===== src/rtl/pc_shift_mul.sv =====
`timescale 1ns/1ps
module pc_shift_mul #(
  parameter int N = 8
) (
  input  logic           clk,
  input  logic           rst_n,
  input  logic           start,
  input  logic [N-1:0]   a,
  input  logic [N-1:0]   b,
  output logic           busy,
  output logic           done,
  output logic [2*N-1:0] product
);
  localparam int CW = $clog2(N + 1);
  localparam int IW = (N > 1) ? $clog2(N) : 1;

  typedef enum logic [1:0] {S_IDLE, S_COUNT, S_RUN} state_t;

  state_t         state;
  logic [N-1:0]   mcand, mrem, mrem_next;
  logic [2*N-1:0] acc, term;
  logic [CW-1:0]  ones_c, ones_r;
  logic [IW-1:0]  top_idx;
  logic           done_q;

  function automatic logic [CW-1:0] ones(input logic [N-1:0] v);
    logic [CW-1:0] s;
    s = '0;
    for (int i = 0; i < N; i++) s = s + CW'(v[i]);
    return s;
  endfunction

  always_comb begin
    top_idx = '0;
    for (int i = 0; i < N; i++)
      if (mrem[i]) top_idx = IW'(i);
  end

  assign ones_c    = ones(mcand);
  assign ones_r    = ones(mrem);
  assign term      = {{N{1'b0}}, mcand} << top_idx;
  assign mrem_next = mrem & ~(N'(1) << top_idx);

  always_ff @(posedge clk or negedge rst_n) begin
    if (!rst_n) begin
      state  <= S_IDLE;
      mcand  <= '0;
      mrem   <= '0;
      acc    <= '0;
      done_q <= 1'b0;
    end else begin
      done_q <= 1'b0;
      case (state)
        S_IDLE: if (start) begin
          mcand <= a;
          mrem  <= b;
          acc   <= '0;
          state <= S_COUNT;
        end
        S_COUNT: begin
          if (ones_c < ones_r) begin
            mcand <= mrem;
            mrem  <= mcand;
          end
          if (ones_c == '0 || ones_r == '0) begin
            done_q <= 1'b1;
            state  <= S_IDLE;
          end else begin
            state <= S_RUN;
          end
        end
        S_RUN: begin
          acc  <= acc + term;
          mrem <= mrem_next;
          if (mrem_next == '0) begin
            done_q <= 1'b1;
            state  <= S_IDLE;
          end
        end
        default: state <= S_IDLE;
      endcase
    end
  end

  assign busy    = (state != S_IDLE);
  assign done    = done_q;
  assign product = acc;
endmodule


===== config.mk =====
export PLATFORM = sky130hd
export DESIGN_NAME = pc_shift_mul
export DESIGN_NICKNAME = d
export VERILOG_FILES = /design/src/rtl/pc_shift_mul.sv
export SDC_FILE = /design/constraint.sdc
export NUM_CORES = 1
export LEC_CHECK = 0
export BUFFER_PORTS_ARGS = -buffer_cell sky130_fd_sc_hd__buf_2
export CAP_MARGIN = 5
export CORE_UTILIZATION = 45
export DETAILED_ROUTE_END_ITERATION = 10
export SYNTH_ARGS = -nofsm -noshare
export SYNTH_HDL_FRONTEND = slang
export SYNTH_SLANG_ARGS = --single-unit

===== constraint.sdc =====
create_clock -name clk -period 6.1 [get_ports clk]
set_clock_uncertainty 0.15 [all_clocks]
set_input_delay 0.61 -clock clk [delete_from_list [all_inputs] [get_ports clk]]
set_output_delay 0.61 -clock clk [all_outputs]
set_load 0.01 [all_outputs]

### Word level (Yosys, flattened, before mapping)

Cells that the tools add are included.

| operators by class | value |
|---|---|
| reduce and logical (&&, ||, !) cells | 13 |
| magnitude comparators | 1 |
| bitwise logic cells | 2 |
| shift-type cells | 2 |
| $add $sub $neg | 15 |
| multiplexer cells | 22 |
| equal/unequal tests | 5 |

Operator list:

| kind | count |
|---|---|
| $add 4x1->4 | 8 |
| $mux 8 | 4 |
| $pmux 16 s2 | 1 |
| $pmux 8 s3 | 1 |
| $add 16x16->16 | 1 |
| $mux 16 | 1 |
| $pmux 8 s2 | 1 |
| $shl 8x3->16 | 1 |
| $mux 3 | 5 |
| $add 3x1->4 | 2 |
| $and 8x8->8 | 1 |
| $logic_not 4->1 | 2 |
| $logic_not 8->1 | 1 |
| $mux 2 | 4 |
| $not 8->8 | 1 |
| $shl 1x3->8 const A | 1 |
| $add 2x1->3 | 2 |
| $ne 2x2->1 const B | 3 |
| $pmux 2 s3 | 1 |
| $reduce_and 3->1 | 2 |
| $reduce_bool 2->1 | 3 |
| $add 1x1->2 | 2 |
| $lt 4x4->1 | 1 |
| $reduce_and 2->1 | 2 |
| 7 further kinds | 9 |

| word-level totals | value |
|---|---|
| register bits after elaboration | 35 |
| output and inout bits | 18 |
| bits of input ports | 19 |

### Logic depth before layout (Yosys ltp)

Gate-level depths: netlist (run 1).

| depth | value |
|---|---|
| depth after elaboration | 13 |
| gate-level depth with buffers | 15 |
| mapped depth without buffers | 14 |

### Worst setup path after synthesis (run 1)

Ideal clock, no wire load.

| timing | value |
|---|---|
| kind | register to register |
| from | register mcand[0] |
| to | register mcand[2] |
| cell stages (with the launch flop) | 14 |
| arrival | 4,218 ps |
| library setup time | 125 ps |
| data required time | 5,825 ps |
| buffers on the path | 0 |
| setup slack | 1,607 ps |
| cell sequence | dfrtp_1 > inv_1 > fa_1 > fa_1 > fa_1 > inv_1 > ha_1 > fa_1 > ha_1 > a21o_1 > a21o_1 > a2111oi_0 > a31oi_1 > mux2_2 |

| on the way | value |
|---|---|
| longest elaborated chain between the ends | 10 |

Ends and longest elaborated chain:

| item | line | RTL |
|---|---|---|
| start, declared | 20 | `logic [N-1:0] mcand, mrem, mrem_next;` |
| start signal, assigned | 62 | `mcand <= mrem;` |
| $add 1x1->2 | 29 | `for (int i = 0; i < N; i++) s = s + CW'(v[i]);` |
| $add 2x1->3 | 29 |  |
| $add 3x1->4 | 29 |  |
| $add 4x1->4 (4 in a row) | 29 |  |
| $lt 4x4->1 | 61 | `if (ones_c < ones_r) begin` |
| $ne 2x2->1 (no source line) | n/a |  |
| $reduce_and 3->1 (no source line) | n/a |  |

No other way between the ends.
A chain may end at the register's enable or synchronous reset.

### Worst setup path after layout (run 1)

Ends and elaborated chain as after synthesis.

==> results.ini, run 1 <==
[cts]
insertion_delay_ns=0.29
cts.sinks=35
cts_setup_buffers=0
cts_hold_buf=0
cts_inserted_buffers=5
cts_htree_levels=2
cts_buffer_depth=2
cts_root_buf=clkbuf_8
clk_pin_slew_ns=0.07
tritoncts=yes
ctsResizeCount=0

[sta]
drv_slew=0
tightest_slew_ns=1.00
finalSetupViolCount=0
slew_headroom_pct=32.4
fin_crit_ns=4.67
hold_ws_ns=0.277
max_clock_freq_mhz=214
tns_ns=0
finalHoldViolCount=0
rsz0062_at_grt=false
fin_crit_sh_pct=76.6

[cells_and_area]
diodes=0
drive_gt1_share_pct=13.3
fin_area_mm2=0.00365
area_delta_synth_final_pct=11.4
nNetsFinal=486
final_cells=526

[synth]
ys_types=56
ys_ff_latch=35
yosys.area_share.simple_pct=16.1
synthAdderAreaFrac_pct=16.2
synth-warning-count=0
synth_top_area_cell=dfrtp_1
async_reset_ff_share_pct=100
synth.mux.area_fraction_pct=5.88
synth-edff-count=0
synth_cells=393
synth_top_area_share_pct=26.7
syn-num-nets=449
ys.flop_type=dfrtp_1
postSynthAreaPerCell_um2=8.34
syn_area_mm2=0.00328
synth_most_common_cell=dfrtp_1
synth_top_family_by_area=compound AO/OA/AOI/OAI gates
synth_area_leaders=dfrtp_1 (27%), ha_1 (11%), fa_1 (5.5%)
ys_seq_area_share_pct=26.7
synthXorXnorAreaFrac_pct=2.40
synthTopCellsByCount=dfrtp_1 (35), o21ai_0 (34), nand2_1 (33)
synth_compound_area_share_pct=27.3

[critical_path]
crit_path_end_kind=register
cp_data_required_time_ns=6.12
arrival_ns=4.70
reg2reg_setup_slack_ns=1.43
critPathKind=register to register
cp_max_fo=8
start_kind=register

[global_route]
track_usage_pct=25.3
grt_pass1_wl_um=14900
grt_overflow=0
grt_pass1_vias=3019
antenna_found_initial=0
grt_max_degree=36

[detailed_routing]
drt_first_pass_iters=5
drc=0
ant_nets=0
drt_iter0_markers=353
via_count=3185
viasPerCell=6.06
drt_wl_total_um=8920
wl_per_cell_um=16.9

[placed_design]
hpwl_um=6870
dpl_cell_area_mm2=0.00356
place_inst=519
numPortBuffers=36
gp_congestion=0.923

[floorplan]
core_mm2=0.00691
initial_utilization_pct=47.5
die_area_mm2=0.00763
pin_count=37
row_count=30
die_x_um=87.4
fp.dieH_um=87.4

[status]
status=finished, final reports clean

[flow_run]
drv_cap=0

[hold_path]
worstHoldPathType=input pin to async pin

==> final cells by class <==
cell class                      count  area (um2)
Clock inverter                      1        5.00
Multi-Input combinational cell    314        2230
Clock buffer                        6        82.6
Timing Repair Buffer               41         218
Inverter                           33         124
Fill cell                         698        3260
Tap cell                           96         120
Sequential cell                    35         876
==> cell families after synthesis <==
group           after synthesis
compound gates              139
simple gates                110
buf+inv                      44
fa+ha+maj                    37
flops                        35
mux                          19
xor+xnor                      9
==> flip-flops by register name, summed over array words and instances, names as in the netlist <==
signal / cells
state: 2
mcand: 8
done: 1
mrem: 8
product: 16
==> layout by cell type (no fill, tap or decap), types with 2 or more instances in the layout <==
| cell type | netlist | final |
|---|---|---|
| o211ai_1 | 5 | 5 |
| inv_1 | 31 | 31 |
| buf_4 | 1 | 5 |
| fa_1 | 9 | 9 |
| xor2_1 | 6 | 6 |
| nand2b_1 | 5 | 5 |
| o41ai_1 | 2 | 2 |
| nor3_1 | 11 | 11 |
| a2111oi_0 | 2 | 2 |
| mux2_2 | 2 | 2 |
| o21bai_1 | 4 | 4 |
| o21ai_1 | 11 | 11 |
| buf_2 | 0 | 36 |
| o31ai_1 | 3 | 3 |
| nor2_1 | 27 | 27 |
| nand3_1 | 10 | 10 |
| nor2b_1 | 8 | 8 |
| a21o_1 | 9 | 9 |
| nand2_1 | 33 | 33 |
| clkinv_1 | 2 | 2 |
| ha_1 | 28 | 28 |
| a21oi_1 | 26 | 26 |
| clkbuf_8 | 0 | 6 |
| o221ai_1 | 2 | 2 |
| or2_2 | 4 | 4 |
| or4_1 | 3 | 3 |
| xnor2_1 | 3 | 3 |
| nand4_1 | 4 | 4 |
| o22ai_1 | 2 | 2 |
| a211oi_1 | 3 | 3 |
| o21ai_0 | 34 | 34 |
| a22oi_1 | 11 | 11 |
| o21a_1 | 5 | 5 |
| a31oi_1 | 6 | 6 |
| mux2i_1 | 17 | 17 |
| dfrtp_1 | 35 | 35 |
==> stage by stage <==
stage               setup slack, ns  utilization [%]
floorplan                      1.61                -
global placement               1.56             51.6
detailed placement             1.44             51.6
CTS                            1.40             52.9
global route                   1.14             52.9
finish                         1.43             52.9
==> worst max-delay path: stages, from the launching register on <==
cell and delay, ns:
dfrtp_1 0.42, inv_1 0.14, fa_1 0.58, fa_1 0.43, fa_1 0.49, inv_1 0.05
ha_1 0.19, fa_1 0.47, ha_1 0.31, a21o_1 0.18, a21o_1 0.17, a2111oi_0 0.42
a31oi_1 0.07, buf_4 0.20, mux2_2 0.28
==> layer usage <==
layer | routed length, um | part of all wire, % | global-route usage, % | vias up
met3 | 653 | 7.3 | 4.83 | 22
met4 | 177 | 2.0 | 6.71 | 0
met1 | 4040 | 45 | 34.5 | 1502
met2 | 4050 | 45 | 40.8 | 145
li1 | - | - | - | 1516
met5 | 0 | 0 | 0 | -
==> worst paths after layout <==
| kind | from | to | cells past startpoint |
|---|---|---|---|
| max in group asynchronous | rst_n | product[11]$_DFFE_PN0P_ | 1 |
| max reg2reg | mcand[0]$_DFFE_PN0P_ | mcand[2]$_DFFE_PN0P_ | 14 |
| min | rst_n | mrem[2]$_DFFE_PN0P_ | 1 |
| max | mcand[0]$_DFFE_PN0P_ | mcand[2]$_DFFE_PN0P_ | 14 |
| min reg2reg | product[11]$_DFFE_PN0P_ | product[11]$_DFFE_PN0P_ | 2 |
| min in group clk | product[11]$_DFFE_PN0P_ | product[11]$_DFFE_PN0P_ | 2 |
Power of run 1 is left out: the tool's default activity adds up to more than one toggle a clock period on the data nets, which glitch-free logic cannot reach.
==> inputs of run 2 (changes only) <==
ABC_AREA = 1   (was default)
PLACE_DENSITY = 0.66   (was default)
clock period = 4.16 ns   (was 6.1 ns; I/O delays follow)
==> run 2 against run 1 <==
  * Utilization grew 0.16 points
  * Area after synthesis shrank 0.76%
  * Via count shrank 3.0%
  * Clock-buffer cell count unchanged
  * Critical endpoint is now mcand[1]$_DFFE_PN0P_
==> results.ini, run 2 <==
[placed_design]
numPortBuffers=36
place_inst=583
gp_congestion=0.883
hpwl_um=6610

[critical_path]
cp_max_fo=16
critPathKind=register to register
regToRegEndpoint=mcand[1]$_DFFE_PN0P_
worstPathBufferInverterCount=3
worstPathCellList=inv_1 > fa_1 > fa_1 > fa_1 > inv_1 > ha_1 > fa_1 > ha_1 > o21ai_1 > nand2_1 > nand3_2 > nand2_2 > a22oi_2 > buf_12 > nor2_1 > a21oi_1
reg2reg_setup_slack_ns=0.13
cpPeakStageDelay_ns=0.55
crit_path_top_delay_cell=fa_1
arrival_ns=4.09
cp_data_required_time_ns=4.22
crit_path_end_kind=register
start_kind=register
cpMostUsedCell=fa_1
critPathTopFamily=adder cells
r2r_cells=16
r2r-start=mcand[0]$_DFFE_PN0P_

[detailed_routing]
drc=0
ant_nets=0
via_count=3090
drt_iter0_markers=299
drt_first_pass_iters=5
wl_per_cell_um=14.0
drt_wl_total_um=8280
viasPerCell=5.24

[synth]
ys_seq_area_share_pct=26.9
ys_types=37
synth-edff-count=0
synth_area_leaders=dfrtp_1 (27%), nand2_1 (13%), ha_1 (11%)
syn_area_mm2=0.00325
synth_most_common_cell=nand2_1
syn-num-nets=512
ys_ff_latch=35
synthTopCellsByCount=nand2_1 (109), inv_1 (55), nor2_1 (48)
ys.flop_type=dfrtp_1
synth_top_area_share_pct=26.9
async_reset_ff_share_pct=100
synth_top_area_cell=dfrtp_1
synth-warning-count=0
postSynthAreaPerCell_um2=7.13
synth_cells=456

[status]
status=finished, final reports clean

[cells_and_area]
multi_input_area_mm2=0.00210
nNetsFinal=550
final_cells=590
drive_gt1_share_pct=16.2
largest_reg_flops=16
seqCellArea_um2=876
fillers=714
diodes=0
area_delta_synth_final_pct=12.6
final_cell_mix=nand2_1 (107), inv_1 (53), nor2_1 (45), buf_2 (36), dfrtp_1 (35)
layout_commonest_cell=nand2_1

[global_route]
grt_max_degree=36
track_usage_pct=24.0
antenna_found_initial=0
grt_pass1_vias=2923
grt_overflow=0
grt_pass1_wl_um=13900

[sta]
fin_crit_ns=4.03
slew_headroom_pct=42.9
tightest_slew_ns=0.857
finalSetupViolCount=0
max_clock_freq_mhz=248
drv_slew=0
rsz0062_at_grt=true
finalHoldViolCount=0
fin_crit_sh_pct=96.9

[hold_path]
worstHoldPathType=input pin to async pin

[cts]
cts_htree_levels=2
tritoncts=yes
cts_inserted_buffers=5
clk_pin_slew_ns=0.08
cts_setup_buffers=0
cts.sinks=35
cts_root_buf=clkbuf_8
cts_buffer_depth=2
insertion_delay_ns=0.29

[floorplan]
pin_count=37
core_mm2=0.00691
die_area_mm2=0.00757
row_count=30
initial_utilization_pct=47.1
fp.dieH_um=87.0
die_x_um=87.0

[flow_run]
drv_cap=0

[run 2: cell types whose count changed in the layout (fill, tap and decap cells not counted), sizes merged, moves of 6 or more]
cell   before  now
a22oi      11    3
nor2       27   49
o22ai       2    8
inv        31   62
nor2b       8    0
a21o        9    3
nand3      10   19
nand2      33  116
[run 2: worst reg2reg max path, stage by stage (launching register included)]
cell and delay [ns]:
dfrtp_1 0.38, inv_1 0.08, fa_1 0.55, fa_1 0.42, fa_1 0.52, inv_1 0.05, ha_1 0.20, fa_1 0.49
ha_1 0.31, o21ai_1 0.08, nand2_1 0.08, nand3_2 0.07, nand2_2 0.06, a22oi_2 0.18, buf_12 0.18, nor2_1 0.05
a21oi_1 0.11
[run 2: kinds of logic (layout without fill, tap and decap cells)]
logic type      count (synthesis)  count (layout)  synth area share, %
fa+ha+maj                      37              37                 16.3
buf+inv                        75             113                 9.23
simple gates                  198             198                 25.6
mux                            14              14                 4.31
flops                          35              35                 26.9
compound gates                 93              93                 16.6
xor+xnor                        4               4                 1.08
[run 2: worst max-delay path by stage]
stage	cells after the start	start	to
2_1_floorplan	17	mrem[0]$_DFFE_PN0P_	mcand[2]$_DFFE_PN0P_
3_3_place_gp	17	mcand[3]$_DFFE_PN0P_	mrem[2]$_DFFE_PN0P_
3_5_place_dp	18	mrem[0]$_DFFE_PN0P_	mrem[2]$_DFFE_PN0P_
4_1_cts	18	mrem[0]$_DFFE_PN0P_	mrem[2]$_DFFE_PN0P_
5_1_grt	17	mrem[0]$_DFFE_PN0P_	mcand[2]$_DFFE_PN0P_
6_report	16	mcand[0]$_DFFE_PN0P_	mcand[1]$_DFFE_PN0P_
[run 2: metrics by stage]
stage	hold slack, ns	instance area, um2	TNS [ns]	worst slack [ns]	utilization [%]
CTS	0.103	3640	0	0.108	52.7
global route	0.143	3660	-0.677	-0.0775	53.0
floorplan	-0.0296	3250	0	0.258	-
finish	0.0759	3660	0	0.131	53.0
detailed placement	0.350	3550	0	0.140	51.4
global placement	0.337	3550	0	0.211	51.4
[run 2: per-layer routing]
metal  wire length, um  global-route usage, %  vias up
met4                91                   5.61        0
met3               438                   3.89        8
met1              4190                   35.4     1399
met5                 0                      0        -
li1                  -                      -     1584
met2              3570                   36.6       99
[run 2: cell type report]
type	count	area share [%]
tap	96	3.28
clock inverter	1	0.137
sequential	35	23.9
multi-input combinational	346	57.3
timing repair buffer	42	6.59
inverter	64	6.56
clock buffer	6	2.25
[run 2: repair_timing]
| item | CTS | global route |
|---|---|---|
| hold buffers | 0 | 0 |
| hold endpoints to repair | 0 | 0 |
| gates resized for setup | 0 | 11 |
| endpoints found under the setup margin | 0 | 16 |
Power of run 2 is left out for the same reason.
==> inputs of run 3 (changes only) <==
ABC_CLOCK_PERIOD_IN_PS = 5100   (was default)
CTS_BUF_LIST = sky130_fd_sc_hd__clkbuf_16   (was default)
PLACE_DENSITY = default   (was 0.66)
clock period = 5.1 ns   (was 4.16 ns; I/O delays follow)
==> run 3 against run 2 <==
  * Via count down 1.5%
  * First-iteration DRC count shrank 6.7%
  * Sequential cell count did not move
  * Critical endpoint is now mcand[4]$_DFFE_PN0P_
  * Highest routed layer unchanged
==> results.ini, run 3 (synthesis results as in run 2) <==
[cells_and_area]
seqCellArea_um2=876
multi_input_area_mm2=0.00208
diodes=0
largest_reg_flops=16
final_cell_mix=nand2_1 (109), inv_1 (57), nor2_1 (48), buf_2 (36), dfrtp_1 (35)
area_delta_synth_final_pct=12.1
nNetsFinal=546
drive_gt1_share_pct=13.4
layout_commonest_cell=nand2_1
fillers=722

[hold_path]
worstHoldPathType=input pin to async pin

[detailed_routing]
viasPerCell=5.19
drt_iter0_markers=279
wl_per_cell_um=14.2
drt_first_pass_iters=7
ant_nets=0
via_count=3045
drc=0
drt_wl_total_um=8350

[cts]
insertion_delay_ns=0.28
cts_buffer_depth=2
tritoncts=yes
cts_htree_levels=2
cts_setup_buffers=0
ctsResizeCount=0
cts.sinks=35
cts_inserted_buffers=5
cts_root_buf=clkbuf_16
cts_hold_buf=0
clk_pin_slew_ns=0.06

[critical_path]
start_kind=register
cp_max_fo=16
critPathKind=register to register
worstPathCellList=inv_1 > fa_1 > fa_1 > fa_1 > inv_1 > ha_1 > fa_1 > ha_1 > o21ai_0 > nand2_1 > nand3_1 > nand2_1 > a22oi_2 > nor2_1 > a21oi_1
crit_path_end_kind=register
cp_data_required_time_ns=5.15
crit_path_top_delay_cell=fa_1
cpMostUsedCell=fa_1
cpPeakStageDelay_ns=0.57
arrival_ns=4.38

[sta]
tightest_slew_ns=0.860
tns_ns=0
slew_headroom_pct=42.6
finalSetupViolCount=0
fin_crit_ns=4.33
max_clock_freq_mhz=231
fin_crit_sh_pct=84.9
rsz0062_at_grt=false
drv_slew=0
finalHoldViolCount=0

[placed_design]
gp_congestion=0.921
numPortBuffers=36
hpwl_um=6580

[floorplan]
die_area_mm2=0.00757
core_mm2=0.00691
fp.dieH_um=87.0
die_x_um=87.0
row_count=30
initial_utilization_pct=47.1
pin_count=37

[flow_run]
drv_cap=0

[global_route]
track_usage_pct=23.8
antenna_found_initial=0
grt_pass1_vias=2799
grt_max_degree=36
grt_overflow=0
grt_pass1_wl_um=13700

[status]
status=finished, final reports clean

==> run 3: final timing paths <==
path,slack [ns],end,from,cells after the start
worst max-delay path,0.77,mcand[4]$_DFFE_PN0P_,mcand[0]$_DFFE_PN0P_,15
worst min-delay path,0.19,product[7]$_DFFE_PN0P_,rst_n,1
worst max register to register,0.77,mcand[4]$_DFFE_PN0P_,mcand[0]$_DFFE_PN0P_,15
worst min register to register,0.37,state[0]$_DFFE_PN0P_,state[0]$_DFFE_PN0P_,2
max in group asynchronous,4.06,state[0]$_DFFE_PN0P_,rst_n,1
min in group clk,0.36,state[0]$_DFFE_PN0P_,start,3
==> run 3: per-layer routing <==
metal  share of wire, %  global-route usage (%)  wire length [um]
met1                 49                    36.1              4120
met2                 43                    34.8              3560
met3                7.0                    4.55               584
met4                1.0                    5.30                85
met5                  0                       0                 0
==> run 3: worst max-delay path, delay by kind of cell (launching register included) <==
family | cells | cell delay [ns]
DFF | 1 | 0.37
AOI/OAI and AO/OA | 3 | 0.77
buffers and inverters | 2 | 0.17
and+or+nand+nor | 4 | 0.30
adders and majority gates | 6 | 2.48
==> run 3: layout make-up <==
| cell class | instances | area share, % |
|---|---|---|
| tap | 96 | 3.29 |
| multi-input combinational | 346 | 57.0 |
| timing repair buffer | 38 | 5.35 |
| sequential | 35 | 24.0 |
| inverter | 64 | 6.59 |
| clock inverter | 3 | 0.343 |
| clock buffer | 5 | 3.43 |
==> run 3: metrics by stage <==
step                      hold slack (ns)  util, %  area, um2  setup WS (ns)  std cells
after floorplan                    0.0644        -       3250           1.20        456
after global placement              0.339     50.8       3510          0.883        579
after detailed placement            0.351     50.8       3510          0.835        579
after CTS                           0.223     52.8       3650          0.799        587
after global routing                0.265     52.8       3650          0.520        587
final                               0.195     52.8       3650          0.769        587
Power of run 3 is left out for the same reason.
